<file path="config.mk">
export PLATFORM = sky130hd
export DESIGN_NAME = tpat_tx_gen
export DESIGN_NICKNAME = d
export VERILOG_FILES = /design/src/rtl/tpg_pkg.sv /design/src/rtl/tpg_rise_detect.sv /design/src/rtl/tpg_lfsr_step.sv /design/src/rtl/tpg_rotate_step.sv /design/src/rtl/tpg_zero_guard.sv /design/src/rtl/tpat_tx_gen.sv
export SDC_FILE = /design/constraint.sdc
export NUM_CORES = 1
export LEC_CHECK = 0
export BUFFER_PORTS_ARGS = -buffer_cell sky130_fd_sc_hd__buf_2
export CAP_MARGIN = 10
export CORE_MARGIN = 4
export CORE_UTILIZATION = 54
export DETAILED_ROUTE_END_ITERATION = 10
export PLACE_DENSITY = 0.78
export RECOVER_POWER = 100
export SLEW_MARGIN = 20
export SYNTH_ARGS = -nofsm -noshare
export SYNTH_HDL_FRONTEND = slang
export SYNTH_SLANG_ARGS = --single-unit
export TNS_END_PERCENT = 1
</file>
<file path="constraint.sdc">
create_clock -name clk -period 2.7 [get_ports clk]
set_clock_uncertainty 0.05 [all_clocks]
set_input_delay 0.27 -clock clk [delete_from_list [all_inputs] [get_ports clk]]
set_output_delay 0.27 -clock clk [all_outputs]
set_load 0.02 [all_outputs]
</file>
<file path="src/rtl/tpg_pkg.sv">
package tpg_pkg;
    typedef enum logic [1:0] {
        MODE_RPT  = 2'd0,
        MODE_PRBS = 2'd1,
        MODE_QRSS = 2'd2
    } mode_e;
endpackage

</file>
<file path="src/rtl/tpg_rise_detect.sv">
module tpg_rise_detect (
    input  logic clk,
    input  logic rst_n,
    input  logic level,
    output logic rise
);
    logic prev_d, prev_q;

    always_comb begin
        prev_d = level;
        rise   = level & ~prev_q;
    end

    always_ff @(posedge clk or negedge rst_n) begin
        if (!rst_n) prev_q <= 1'b0;
        else        prev_q <= prev_d;
    end
endmodule

</file>
<file path="src/rtl/tpg_lfsr_step.sv">
module tpg_lfsr_step #(
    parameter int W  = 32,
    parameter int LW = 5
) (
    input  logic [W-1:0]  state,
    input  logic [LW-1:0] len,
    input  logic [LW-1:0] tap,
    output logic [W-1:0]  next_state,
    output logic          out_bit
);
    logic fb;

    assign out_bit = state[len];
    assign fb      = state[len] ^ state[tap];

    for (genvar i = 0; i < W; i++) begin : g_stage
        if (i == 0) begin : g_head
            assign next_state[i] = fb;
        end else begin : g_body
            assign next_state[i] = (LW'(i) <= len) ? state[i-1] : 1'b0;
        end
    end
endmodule

</file>
<file path="src/rtl/tpg_rotate_step.sv">
module tpg_rotate_step #(
    parameter int W  = 32,
    parameter int LW = 5
) (
    input  logic [W-1:0]  state,
    input  logic [LW-1:0] len,
    output logic [W-1:0]  next_state,
    output logic          out_bit
);
    assign out_bit = state[0];

    for (genvar i = 0; i < W; i++) begin : g_pos
        if (i < W - 1) begin : g_mid
            assign next_state[i] = (LW'(i) == len) ? state[0] :
                                   (LW'(i) <  len) ? state[i+1] : 1'b0;
        end else begin : g_top
            assign next_state[i] = (LW'(i) == len) ? state[0] : 1'b0;
        end
    end
endmodule

</file>
<file path="src/rtl/tpg_zero_guard.sv">
module tpg_zero_guard #(
    parameter int RUN_MAX = 14,
    parameter int CW      = 4
) (
    input  logic          raw,
    input  logic [CW-1:0] cnt,
    output logic          out_bit,
    output logic [CW-1:0] cnt_next
);
    always_comb begin
        if (!raw && cnt == CW'(RUN_MAX - 1)) begin
            out_bit  = 1'b1;
            cnt_next = '0;
        end else if (!raw) begin
            out_bit  = 1'b0;
            cnt_next = cnt + 1'b1;
        end else begin
            out_bit  = 1'b1;
            cnt_next = '0;
        end
    end
endmodule

</file>
<file path="src/rtl/tpat_tx_gen.sv">
module tpat_tx_gen
    import tpg_pkg::*;
#(
    parameter  int W           = 32,
    parameter  int QRSS_STAGES = 20,
    parameter  int QRSS_TAP    = 17,
    parameter  int ZRUN_MAX    = 14,
    localparam int LW          = $clog2(W),
    localparam int ZCW         = $clog2(ZRUN_MAX)
) (
    input  logic          clk,
    input  logic          rst_n,
    input  logic          cfg_qrss,
    input  logic          cfg_prbs_sel,
    input  logic [LW-1:0] cfg_len,
    input  logic [LW-1:0] cfg_tap,
    input  logic [W-1:0]  cfg_word,
    input  logic          load_req,
    input  logic          invert,
    output logic          dout
);
    typedef struct packed {
        mode_e          mode;
        logic [LW-1:0]  len;
        logic [LW-1:0]  tap;
        logic [W-1:0]   sr;
        logic [ZCW-1:0] zc;
        logic           obit;
    } st_t;

    localparam logic [W-1:0] QMASK = {{(W-QRSS_STAGES){1'b0}}, {QRSS_STAGES{1'b1}}};

    st_t st_d, st_q;

    logic           load_rise;
    logic [W-1:0]   lfsr_next, rot_next, len_mask, seed;
    logic           lfsr_bit, rot_bit, guard_bit;
    logic [ZCW-1:0] guard_cnt;

    // bind-visible views of the state
    mode_e          mode_q;
    logic [LW-1:0]  len_q, tap_q;
    logic [W-1:0]   sr_q;
    logic           bit_q;

    tpg_rise_detect u_rise (
        .clk   (clk),
        .rst_n (rst_n),
        .level (load_req),
        .rise  (load_rise)
    );

    tpg_lfsr_step #(.W(W), .LW(LW)) u_lfsr (
        .state      (st_q.sr),
        .len        (st_q.len),
        .tap        (st_q.tap),
        .next_state (lfsr_next),
        .out_bit    (lfsr_bit)
    );

    tpg_rotate_step #(.W(W), .LW(LW)) u_rot (
        .state      (st_q.sr),
        .len        (st_q.len),
        .next_state (rot_next),
        .out_bit    (rot_bit)
    );

    tpg_zero_guard #(.RUN_MAX(ZRUN_MAX), .CW(ZCW)) u_guard (
        .raw      (lfsr_bit),
        .cnt      (st_q.zc),
        .out_bit  (guard_bit),
        .cnt_next (guard_cnt)
    );

    // active-stage mask for the programmed length
    always_comb begin
        for (int i = 0; i < W; i++) begin
            len_mask[i] = (i <= int'(cfg_len));
        end
    end

    // seed selection, zero seed replaced in the pseudorandom modes
    always_comb begin
        if (cfg_qrss) begin
            seed = cfg_word & QMASK;
            if (seed == '0) seed = QMASK;
        end else if (cfg_prbs_sel) begin
            seed = cfg_word & len_mask;
            if (seed == '0) seed = len_mask;
        end else begin
            seed = cfg_word & len_mask;
        end
    end

    always_comb begin
        st_d = st_q;
        unique case (st_q.mode)
            MODE_PRBS: begin
                st_d.sr   = lfsr_next;
                st_d.obit = lfsr_bit;
            end
            MODE_QRSS: begin
                st_d.sr   = lfsr_next;
                st_d.obit = guard_bit;
                st_d.zc   = guard_cnt;
            end
            default: begin
                st_d.sr   = rot_next;
                st_d.obit = rot_bit;
            end
        endcase

        if (load_rise) begin
            st_d.sr   = seed;
            st_d.zc   = '0;
            st_d.obit = 1'b0;
            if (cfg_qrss) begin
                st_d.mode = MODE_QRSS;
                st_d.len  = LW'(QRSS_STAGES - 1);
                st_d.tap  = LW'(QRSS_TAP - 1);
            end else begin
                st_d.mode = cfg_prbs_sel ? MODE_PRBS : MODE_RPT;
                st_d.len  = cfg_len;
                st_d.tap  = cfg_tap;
            end
        end
    end

    always_ff @(posedge clk or negedge rst_n) begin
        if (!rst_n) st_q <= '0;
        else        st_q <= st_d;
    end

    assign mode_q = st_q.mode;
    assign len_q  = st_q.len;
    assign tap_q  = st_q.tap;
    assign sr_q   = st_q.sr;
    assign bit_q  = st_q.obit;

    assign dout = st_q.obit ^ invert;
endmodule

</file>
# [Word level (Yosys, flattened, before mapping)]
# Index checks and enable logic that the tools add are counted.
[op_classes] add_sub_neg=1 order_cmp=95 n_eq_ne=35 mux=112 bitwise_logic=5 n_reduce_logical=7
[ops] cell="less-or-equal comparator 5 bit (first input constant)" count=32
[ops] cell="two-way mux 32 bit" count=4
[ops] cell="two-way mux 1 bit" count=99
[ops] cell="== test 5 bit (first input constant)" count=16
[ops] cell="less-or-equal comparator 4 x 5 -> 1 bit (first input constant)" count=16
[ops] cell="less-than comparator 5 bit (first input constant)" count=15
[ops] cell="zero test 32 bit" count=2
[ops] cell="== test 4 x 5 -> 1 bit (first input constant)" count=8
[ops] cell="less-or-equal comparator 3 x 5 -> 1 bit (first input constant)" count=8
[ops] cell="less-than comparator 4 x 5 -> 1 bit (first input constant)" count=8
[ops] cell="two-way mux 37 bit" count=1
[ops] cell="bitwise AND 32 bit" count=1
[ops] cell="== test 3 x 5 -> 1 bit (first input constant)" count=4
[ops] cell="less-or-equal comparator 2 x 5 -> 1 bit (first input constant)" count=4
[ops] cell="less-than comparator 3 x 5 -> 1 bit (first input constant)" count=4
[ops] cell="two-way mux 20 bit" count=1
[ops] cell="less-than comparator 5 x 6 -> 1 bit (second input constant)" count=2
[ops] cell="two-way mux 12 bit" count=1
[ops] cell="two-way mux 4 bit" count=3
[ops] cell="binary-select mux 1 bit (select 5 bit)" count=2
[ops] cell="== test 2 x 5 -> 1 bit (first input constant)" count=2
[ops] cell="less-or-equal comparator 1 x 5 -> 1 bit (first input constant)" count=2
[ops] cell="less-than comparator 1 x 5 -> 1 bit (first input constant)" count=2
[ops] cell="less-than comparator 2 x 5 -> 1 bit (first input constant)" count=2
[ops] cell="15 further kinds" count=16
[totals] reg_bits=50 input_bits=48

# [Longest topological paths before layout]
# Gate-level depths: netlist of the first run.
[depth] depth_word=7 mapped_depth=10

# [Modules after synthesis]
# From an unflattened synthesis of the first run, not the netlist that was laid out.
[unflattened] cells_unflattened=680 area_unflattened_um2=5429.0
[by_module_without_submodules] module="tpat_tx_gen" n_inst=1 cells_each=428 area_each_um2=3590.9
[by_module_without_submodules] module="tpg_lfsr_step" n_inst=1 cells_each=111 area_each_um2=965.9
[by_module_without_submodules] module="tpg_rotate_step" n_inst=1 cells_each=124 area_each_um2=729.4
[by_module_without_submodules] module="tpg_zero_guard" n_inst=1 cells_each=15 area_each_um2=103.8
[by_module_without_submodules] module="tpg_rise_detect" n_inst=1 cells_each=2 area_each_um2=38.8

# [Worst setup path after synthesis of the first run]
# OpenSTA, ideal clock, no wires.
[synth_path] path_type="reg-to-reg" startpoint="reg st_q (netlist bit len_q[0])" endpoint="reg st_q[3] (netlist bit)" arrival_time_ns=2.274 t_required_ns=2.585 slack_ns=0.312 path_stages_with_launch=9 path_cell_list="dfrtp_1 > buf_2 > mux4_2 > o2bb2ai_1 > a221oi_1 > a21oi_1 > a311o_1 > nor3b_1 > a211o_1"
[synth_between] elab_chain_cells=7 word_cells_on_any_way=8 classes_between="mux: 6; reduce/logical: 2"
[synth_lines] item="from (decl)" line_no="tpat_tx_gen.sv:33" text="st_t st_d, st_q;"
[synth_lines] item="from (signal assigned)" line_no="tpat_tx_gen.sv:131" text="else st_q <= st_d;"
[synth_lines] item="binary-select mux 1 bit (select 5 bit) (*)" line_no="tpg_lfsr_step.sv:13" text="assign out_bit = state[len];"
[synth_lines] item="two-way mux 1 bit (not written as such) (*)" line_no="tpg_lfsr_step.sv:13"
[synth_lines] item="zero test 1 bit"
[synth_lines] item="logical AND 1 bit" line_no="tpg_zero_guard.sv:11" text="if (!raw && cnt == CW'(RUN_MAX - 1)) begin"
[synth_lines] item="two-way mux 4 bit (*)" line_no="tpg_zero_guard.sv:11"
[synth_lines] item="two-way mux 4 bit (*)" line_no="tpat_tx_gen.sv:97" text="unique case (st_q.mode)"
[synth_lines] item="two-way mux 37 bit (*)" line_no="tpat_tx_gen.sv:113" text="if (load_rise) begin"
# Mark *: on every way between the ends. The rest lies on a longest branch, timed or not. The select of a mux whose other input is x is not followed.
# A chain may end at the register's enable or synchronous reset.

# [Worst setup path after layout of the first run]
# Same ends and word-level chain as after synthesis.

==> results_dict.tcl, run 1 <==
set metrics [dict create \
    status "finished, violations left" \
    violations "capacitance limit, slew limit" \
    antenna_found_initial 0 \
    drt-pass1-iter-count 6 \
    clock_sink_count 50 \
    cts-resized-gates 0 \
    rsz0062_at_grt "no" \
    hpwl_mm 13.3 \
    cts_made_buffers 5 \
    nets 693 \
    power.net_switching_mw 1.29 \
    required_ps 2910 \
    io_buffers 48 \
    cts-root-buf "clkbuf_8" \
    end_kind "register" \
    drv_cap 1 \
    grt_pass1_vias 5040 \
    fp.coreArea_mm2 0.00826 \
    synthTopCellsByArea "dfrtp_1, o21ai_0, a21oi_1" \
    syn_area_per_cell_um2 7.72 \
    initial_core_util_pct 55.8 \
    synth_top_area_share_pct 27.2 \
    vdd.ir_drop.worst_mv 0.249 \
    worstMarginPinSlew_ps 1910 \
    gp_congestion 1.07 \
    antennaDiodeCount 0 \
    clock.fmax_mhz 390 \
    timing.final.ws_setup_ps 134 \
    instances_no_fill 747 \
    postRouteAntennaNets 0 \
    grt_pass1_wl_mm 27.5 \
    period_needed_ps 2570 \
    cts.clk_slew.worst_paths_ps 100 \
    critPathArrivalTime_ps 2770 \
    die_x_um 100 \
    hp-class "input port to register" \
    finalMaxSlewViolations 35 \
    vias 5242 \
    timing.slew.headroom_pct -27.4 \
    worstPathMaxFanout 5 \
    area_growth_pct 13.1 \
    synthArstFlopShare_pct 100 \
    syn_inst 597 \
    cts_tree "built" \
    power_leakage_nw 2.13 \
    ys_warn_count 0 \
    p_int_mw 1.74 \
    postCtsHoldBufs 1 \
    synth_edf_count 0 \
    finalWirelength_mm 17.5 \
    viasPerCell 7.02 \
    p_comb_share_pct 45.1 \
    setup_viol 0 \
    ios 49 \
    syn_nets 649 \
    grt_overflow_total 0 \
    seq_power_share_pct 36.5 \
    critical_path_class "register to register" \
    drive_gt1_share_pct 17.9 \
    timing.final.hold_violations 0 \
    drc_errors 0 \
    dp.cells 738 \
    syn_area_mm2 0.00461 \
    worst_setup_path_start_kind "register" \
    grt_use_total_pct 35.4 \
    yosysTopAreaCell "dfrtp_1" \
    die-area_mm2 0.0101 \
    synth_cell_types 71 \
    wire_per_inst_um 23.5 \
    clock_path_buffers 2 \
    cts_setup_buffers 0 \
    htree_levels 2 \
    fin_crit_sh_pct 95.0 \
    clk_latency_ps 310 \
    finalSetupTns_ps 0 \
    final_cell_mix "nand2_1, o21ai_0, a21oi_1" \
    netSwitchingFraction_pct 42.6 \
    num_rows 33 \
    grt_max_degree 53 \
    clkPwrFrac_pct 18.4 \
    pwr_density_cell_mw_per_mm2 582 \
    ys.flop_type "dfrtp_1" \
    synth-seq-area-share_pct 27.2 \
    die_h_um 100 \
    dp_slack_ps 124 \
    synth_seq_cells 50 \
    layout_commonest_cell "nand2_1" \
    drt_iter0_drc 483 \
]
[critical path: stages (launching register included)]
cell       delay, ps
dfrtp_1          490
mux4_2           540
o2bb2ai_1        140
a221oi_1         400
a21oi_1          130
a311o_1          400
nor3b_1          230
a211o_1          130
[logic make-up (layout without fill, tap and decap cells)]
| group | after synthesis | count (layout) | share of synthesized area [%] |
|---|---|---|---|
| flops | 50 | 50 | 27.2 |
| xor+xnor | 3 | 3 | 0.570 |
| simple gates | 203 | 203 | 21.7 |
| buf+inv | 71 | 116 | 6.16 |
| mux | 33 | 33 | 10.2 |
| compound gates | 231 | 231 | 32.7 |
| fa+ha+maj | 6 | 6 | 1.52 |
[layout make-up]
type	instances	area, um^2
inverter	14	52.6
multi-input combinational	476	3080
clock inverter	3	43.8
sequential	50	1250
fill	796	3050
tap	105	131
timing repair buffer	94	589
clock buffer	5	68.8
[stage by stage]
| step | cell area [um^2] | hold slack (ps) | total power, mW | util, % |
|---|---|---|---|---|
| CTS | 5250 | 31.6 | 2.99 | 63.6 |
| global route | 5210 | 30.0 | 3.18 | 63.1 |
| finish | 5210 | 38.6 | 3.03 | 63.1 |
| detailed placement | 5130 | 339 | 2.43 | 62.1 |
| floorplan | 4610 | -75.6 | 1.93 | - |
| global placement | 5130 | 327 | 2.41 | 62.1 |
[power groups by stage]
stage	clock network, mW	logic (mW)	registers, mW
after floorplan	0	0.936	0.992
final	0.558	1.37	1.11
after detailed placement	0	1.33	1.10
after CTS	0.558	1.34	1.09
after global placement	0	1.31	1.10
after global routing	0.593	1.47	1.12
[layer usage]
| metal | vias up | track usage [%] | wire length (um) |
|---|---|---|---|
| li1 | 2330 | - | - |
| met1 | 2446 | 47.2 | 6770 |
| met2 | 401 | 56.2 | 7920 |
| met3 | 65 | 5.91 | 1950 |
| met4 | 0 | 16.4 | 871 |
| met5 | - | 0 | 0 |
[sequential cells by signal, indices dropped and copies added, names as in the netlist]
signal / flops
len_q: 5
st_q: 4
u_rise.prev_q: 1
sr_q: 32
tap_q: 5
bit_q: 1
mode_q: 2
[worst paths after layout]
kind | slack, ps | cells past startpoint | start | endpoint
worst max-delay path | 130 | 7 | len_q[0]$_DFFE_PN0P_ | st_q[3]$_DFFE_PN0P_
worst min-delay path | 40 | 1 | load_req | u_rise.prev_q$_DFF_PN0_
worst max register to register | 130 | 7 | len_q[0]$_DFFE_PN0P_ | st_q[3]$_DFFE_PN0P_
worst min register to register | 520 | 2 | tap_q[4]$_DFFE_PN0P_ | tap_q[4]$_DFFE_PN0P_
max in group asynchronous | 480 | 3 | rst_n | len_q[0]$_DFFE_PN0P_
min in group asynchronous | 960 | 2 | rst_n | st_q[2]$_DFFE_PN0P_
[Yosys cell counts (all sizes together), types with 4 or more instances]
library cell and count:
nand2 68, o21ai 64, a21oi 55, nor2 52, dfrtp 50, clkbuf 44
mux2i 19, o31ai 14, a31oi 13, buf 13, inv 12, nand3 12
mux4 11, nand2b 10, nand3b 9, nor2b 9, or3 9, nor3 8
o211ai 8, a221oi 7, nor4 7, o22ai 6, o311a 6, a2111oi 5
a211o 5, a21boi 5, a211oi 4, a22oi 4, and2 4, and3 4
ha 4, nor3b 4
Note: power is estimated with default switching activity, not from simulation.
==> inputs of run 2 (changes only) <==
Settings changed: CORE_ASPECT_RATIO set to 1.25, PLACE_DENSITY 0.78 to 0.73.
==> results_dict.tcl, run 2 (synthesized netlist as in run 1, its figures left out) <==
set metrics [dict create \
    hold_end "u_rise.prev_q$_DFF_PN0_" \
    hpwl_mm 13.7 \
    netSwitchingFraction_pct 42.1 \
    io_buffers 48 \
    pwr_density_cell_mw_per_mm2 577 \
    ff2ff_setup_slack_ps 130 \
    finalMaxSlewViolations 0 \
    status "finished clean" \
    area_growth_pct 14.1 \
    cts_made_buffers 5 \
    power.net_switching_mw 1.28 \
    postRouteAntennaNets 0 \
    cp_slowest_stage_delay_ps 540 \
    critPathArrivalTime_ps 2780 \
    multiInputGateArea_mm2 0.00307 \
    grt_use_total_pct 34.6 \
    die_x_um 90.6 \
    end_kind "register" \
    fin_crit_sh_pct 95.2 \
    drt-pass1-iter-count 6 \
    vdd.ir_drop.worst_mv 0.281 \
    initial_core_util_pct 55.6 \
    grt_pass1_wl_mm 27.5 \
    timing.slew.headroom_pct 7.74 \
    period_needed_ps 2570 \
    hp-class "input port to register" \
    cts.clk_slew.worst_paths_ps 100 \
    clock_sink_count 50 \
    fp.coreArea_mm2 0.00829 \
    crit_path_top_delay_cell "dfrtp_1" \
    final_cell_mix "nand2_1, o21ai_0, a21oi_1" \
    r2r_start "len_q[0]$_DFFE_PN0P_" \
    die-area_mm2 0.0101 \
    nets 704 \
    seq_power_share_pct 36.9 \
    drive_gt1_share_pct 19.1 \
    r2r_end "st_q[3]$_DFFE_PN0P_" \
    ios 49 \
    postCtsHoldBufs 1 \
    p_int_mw 1.76 \
    layout_commonest_cell "nand2_1" \
    holdPathStages 1 \
    setup_viol 0 \
    grt_pass1_vias 5060 \
    worstPathMaxFanout 8 \
    worstMarginPinSlew_ps 1380 \
    cts_setup_buffers 0 \
    worst_setup_path_start_kind "register" \
    largest_register_ffs 32 \
    critical_path_class "register to register" \
    wire_per_inst_um 23.3 \
    clock.fmax_mhz 389 \
    finalWirelength_mm 17.5 \
    grt_max_degree 34 \
    required_ps 2910 \
    finalSetupTns_ps 0 \
    die_h_um 111 \
    vias 5239 \
    rsz0062_at_grt "no" \
    clock_path_buffers 2 \
    finalInstanceArea_mm2 0.00526 \
    drt_iter0_drc 495 \
    htree_levels 2 \
    grt_overflow_total 0 \
    register_area_mm2 0.00125 \
    num_rows 37 \
    clk_latency_ps 310 \
    reg2regPathDepth 7 \
    power_leakage_nw 2.17 \
    viasPerCell 6.99 \
    dpl-instance-area_mm2 0.00519 \
    cts-root-buf "clkbuf_8" \
    clkPwrFrac_pct 17.8 \
    cts-resized-gates 0 \
    crit_chain "mux4_2, nand2b_1, a221oi_1, a21oi_1, a311o_1, nor3b_1, a211o_1" \
    timing.final.hold_violations 0 \
    antenna_found_initial 0 \
    cp-startpoint "len_q[0]$_DFFE_PN0P_" \
    cts_tree "built" \
    p_comb_share_pct 45.3 \
    fill_cells 757 \
    drc_errors 0 \
    hp-start "load_req" \
    gp_congestion 1.02 \
    antennaDiodeCount 0 \
    drv_cap 0 \
]
[run 2: worst max path at each step]
stage	slack [ps]	endpoint
after floorplan	310	st_q[3]$_DFFE_PN0P_
after global placement	20	sr_q[0]$_DFFE_PN0P_
after detailed placement	30	sr_q[7]$_DFF_PN0_
after CTS	170	st_q[3]$_DFFE_PN0P_
after global routing	20	st_q[3]$_DFFE_PN0P_
final	130	st_q[3]$_DFFE_PN0P_
[run 2: metrics by stage]
stage,utilization (%),hold WS (ps),std cells,worst slack (ps),total power [mW]
detailed placement,62.6,240,741,29.3,2.46
floorplan,-,-75.6,597,312,1.93
global route,63.4,46.4,750,18.8,3.20
finish,63.4,42.7,750,129,3.03
CTS,64.1,29.8,750,165,3.00
global placement,62.3,353,740,18.4,2.44
[run 2: worst max-delay path, delay by kind of cell, from the launching register on]
| family | cells | cell delay, ps |
|---|---|---|
| compound gates | 4 | 1030 |
| flops | 1 | 540 |
| mux | 1 | 540 |
| simple gates | 2 | 370 |
[run 2: area by class of cell]
| class | count | area share [%] |
|---|---|---|
| clock inverter | 3 | 0.833 |
| clock buffer | 5 | 1.31 |
| multi-input combinational | 476 | 58.4 |
| timing repair buffer | 105 | 12.4 |
| sequential | 50 | 23.8 |
| tap | 97 | 2.31 |
| inverter | 14 | 1.00 |
[run 2: power groups by stage]
stage	registers [mW]	clock network, mW	logic (mW)
floorplan	0.992	0	0.936
global placement	1.11	0	1.33
detailed placement	1.11	0	1.34
CTS	1.10	0.547	1.35
global route	1.13	0.580	1.49
finish	1.12	0.540	1.38
[run 2: layer usage]
layer  part of all wire [%]  vias up  GRT usage [%]  wire length [um]
met5                      0        -              0                 0
met4                    5.9        0           19.4              1030
met3                    8.0       77           4.82              1400
met2                     47      324           55.6              8240
met1                     39     2488           44.5              6840
li1                       -     2350              -                 -
==> inputs of run 3 (changes only) <==
Settings changed: CTS_BUF_LIST set to sky130_fd_sc_hd__clkbuf_8, RECOVER_POWER 100 to 25.
==> results_dict.tcl, run 3 (synthesized netlist as in run 1, its figures left out) <==
set metrics [dict create \
    grt_max_degree 34 \
    die_h_um 111 \
    r2r_end "st_q[3]$_DFFE_PN0P_" \
    io_buffers 48 \
    layout_commonest_cell "nand2_1" \
    finalWirelength_mm 17.5 \
    vias 5251 \
    cts.clk_slew.worst_paths_ps 100 \
    reg2regPathDepth 7 \
    die_x_um 90.6 \
    timing.slew.headroom_pct 5.02 \
    power_leakage_nw 2.20 \
    wire_per_inst_um 23.3 \
    drc_errors 0 \
    ff2ff_setup_slack_ps 150 \
    worstPathMaxFanout 8 \
    register_area_mm2 0.00125 \
    finalMaxSlewViolations 0 \
    htree_levels 2 \
    cts_setup_buffers 0 \
    ios 49 \
    hpwl_mm 13.7 \
    grt_use_total_pct 34.6 \
    postRouteAntennaNets 0 \
    critical_path_class "register to register" \
    drive_gt1_share_pct 20.7 \
    cts-root-buf "clkbuf_8" \
    required_ps 2910 \
    period_needed_ps 2550 \
    hp-start "load_req" \
    grt_pass1_vias 5060 \
    cts-resized-gates 0 \
    postCtsHoldBufs 1 \
    final_util_pct 63.8 \
    worst_setup_path_start_kind "register" \
    clock_path_buffers 2 \
    fin_crit_sh_pct 94.5 \
    cts_made_buffers 5 \
    multiInputGateArea_mm2 0.00308 \
    num_rows 37 \
    die-area_mm2 0.0101 \
    largest_register_ffs 32 \
    grt_overflow_total 0 \
    worstMarginPinSlew_ps 1420 \
    end_kind "register" \
    area_growth_pct 14.7 \
    critPathArrivalTime_ps 2770 \
    antennaDiodeCount 0 \
    gp_congestion 1.02 \
    dp_slack_ps 29.3 \
    initial_core_util_pct 55.6 \
    holdPathStages 1 \
    pwr_density_cell_mw_per_mm2 575 \
    timing.final.hold_violations 0 \
    grt_pass1_wl_mm 27.5 \
    hold_end "u_rise.prev_q$_DFF_PN0_" \
    nets 704 \
    clock_sink_count 50 \
    drt_iter0_drc 534 \
    clk_latency_ps 310 \
    timing.final.ws_setup_ps 147 \
    final_cell_mix "nand2_1, o21ai_0, a21oi_1" \
    rsz0062_at_grt "no" \
    setup_viol 0 \
    vdd.ir_drop.worst_mv 0.277 \
    viasPerCell 7.00 \
    finalSetupTns_ps 0 \
    antenna_found_initial 0 \
    fp.coreArea_mm2 0.00829 \
    drv_cap 0 \
    fill_cells 743 \
    status "finished clean" \
    r2r_start "len_q[0]$_DFFE_PN0P_" \
    hp-class "input port to register" \
    cts_tree "built" \
    drt-pass1-iter-count 5 \
    clock.fmax_mhz 392 \
]
-- run 3: worst max path at each step --
stage	start	to	slack, ps	cells past startpoint
4_1_cts	len_q[0]$_DFFE_PN0P_	st_q[3]$_DFFE_PN0P_	170	7
3_3_place_gp	cfg_len[2]	sr_q[0]$_DFFE_PN0P_	20	8
6_report	len_q[0]$_DFFE_PN0P_	st_q[3]$_DFFE_PN0P_	150	7
3_5_place_dp	cfg_len[2]	sr_q[7]$_DFF_PN0_	30	9
2_1_floorplan	len_q[0]$_DFFE_PN0P_	st_q[3]$_DFFE_PN0P_	310	8
5_1_grt	len_q[0]$_DFFE_PN0P_	st_q[3]$_DFFE_PN0P_	20	7
-- run 3: area by class of cell --
class	count	share of cell area [%]
tap	97	2.30
multi-input combinational	476	58.2
clock buffer	5	1.30
sequential	50	23.7
inverter	14	0.994
clock inverter	3	0.828
timing repair buffer	105	12.8
-- run 3: worst max-delay path, cell delays in order (launching register included) --
cell      delay (ps)
dfrtp_1          540
mux4_2           540
nand2b_1         160
a221oi_1         330
a21oi_1          160
a311o_1          400
nor3b_1          210
a211o_1          120
-- run 3: where the power goes --
group | switching [mW] | internal, mW
sequential | 0.236 | 0.882
clock | 0.266 | 0.278
combinational | 0.777 | 0.602
total | 1.28 | 1.76
-- run 3: stage by stage --
stage | instance area [um^2] | power [mW] | instances | hold WS [ps]
2_1_floorplan | 4610 | 1.93 | 597 | -75.6
3_3_place_gp | 5170 | 2.44 | 740 | 353
3_5_place_dp | 5190 | 2.46 | 741 | 240
4_1_cts | 5310 | 3.00 | 750 | 29.8
5_1_grt | 5290 | 3.20 | 750 | 45.2
6_report | 5290 | 3.04 | 750 | 43.5
-- run 3: layer usage --
metal  vias up  track usage, %  wire length [um]
met1      2486            44.5              6720
li1       2353               -                 -
met5         -               0                 0
met2       330            55.6              8170
met3        82            4.82              1570
met4         0            19.4              1050
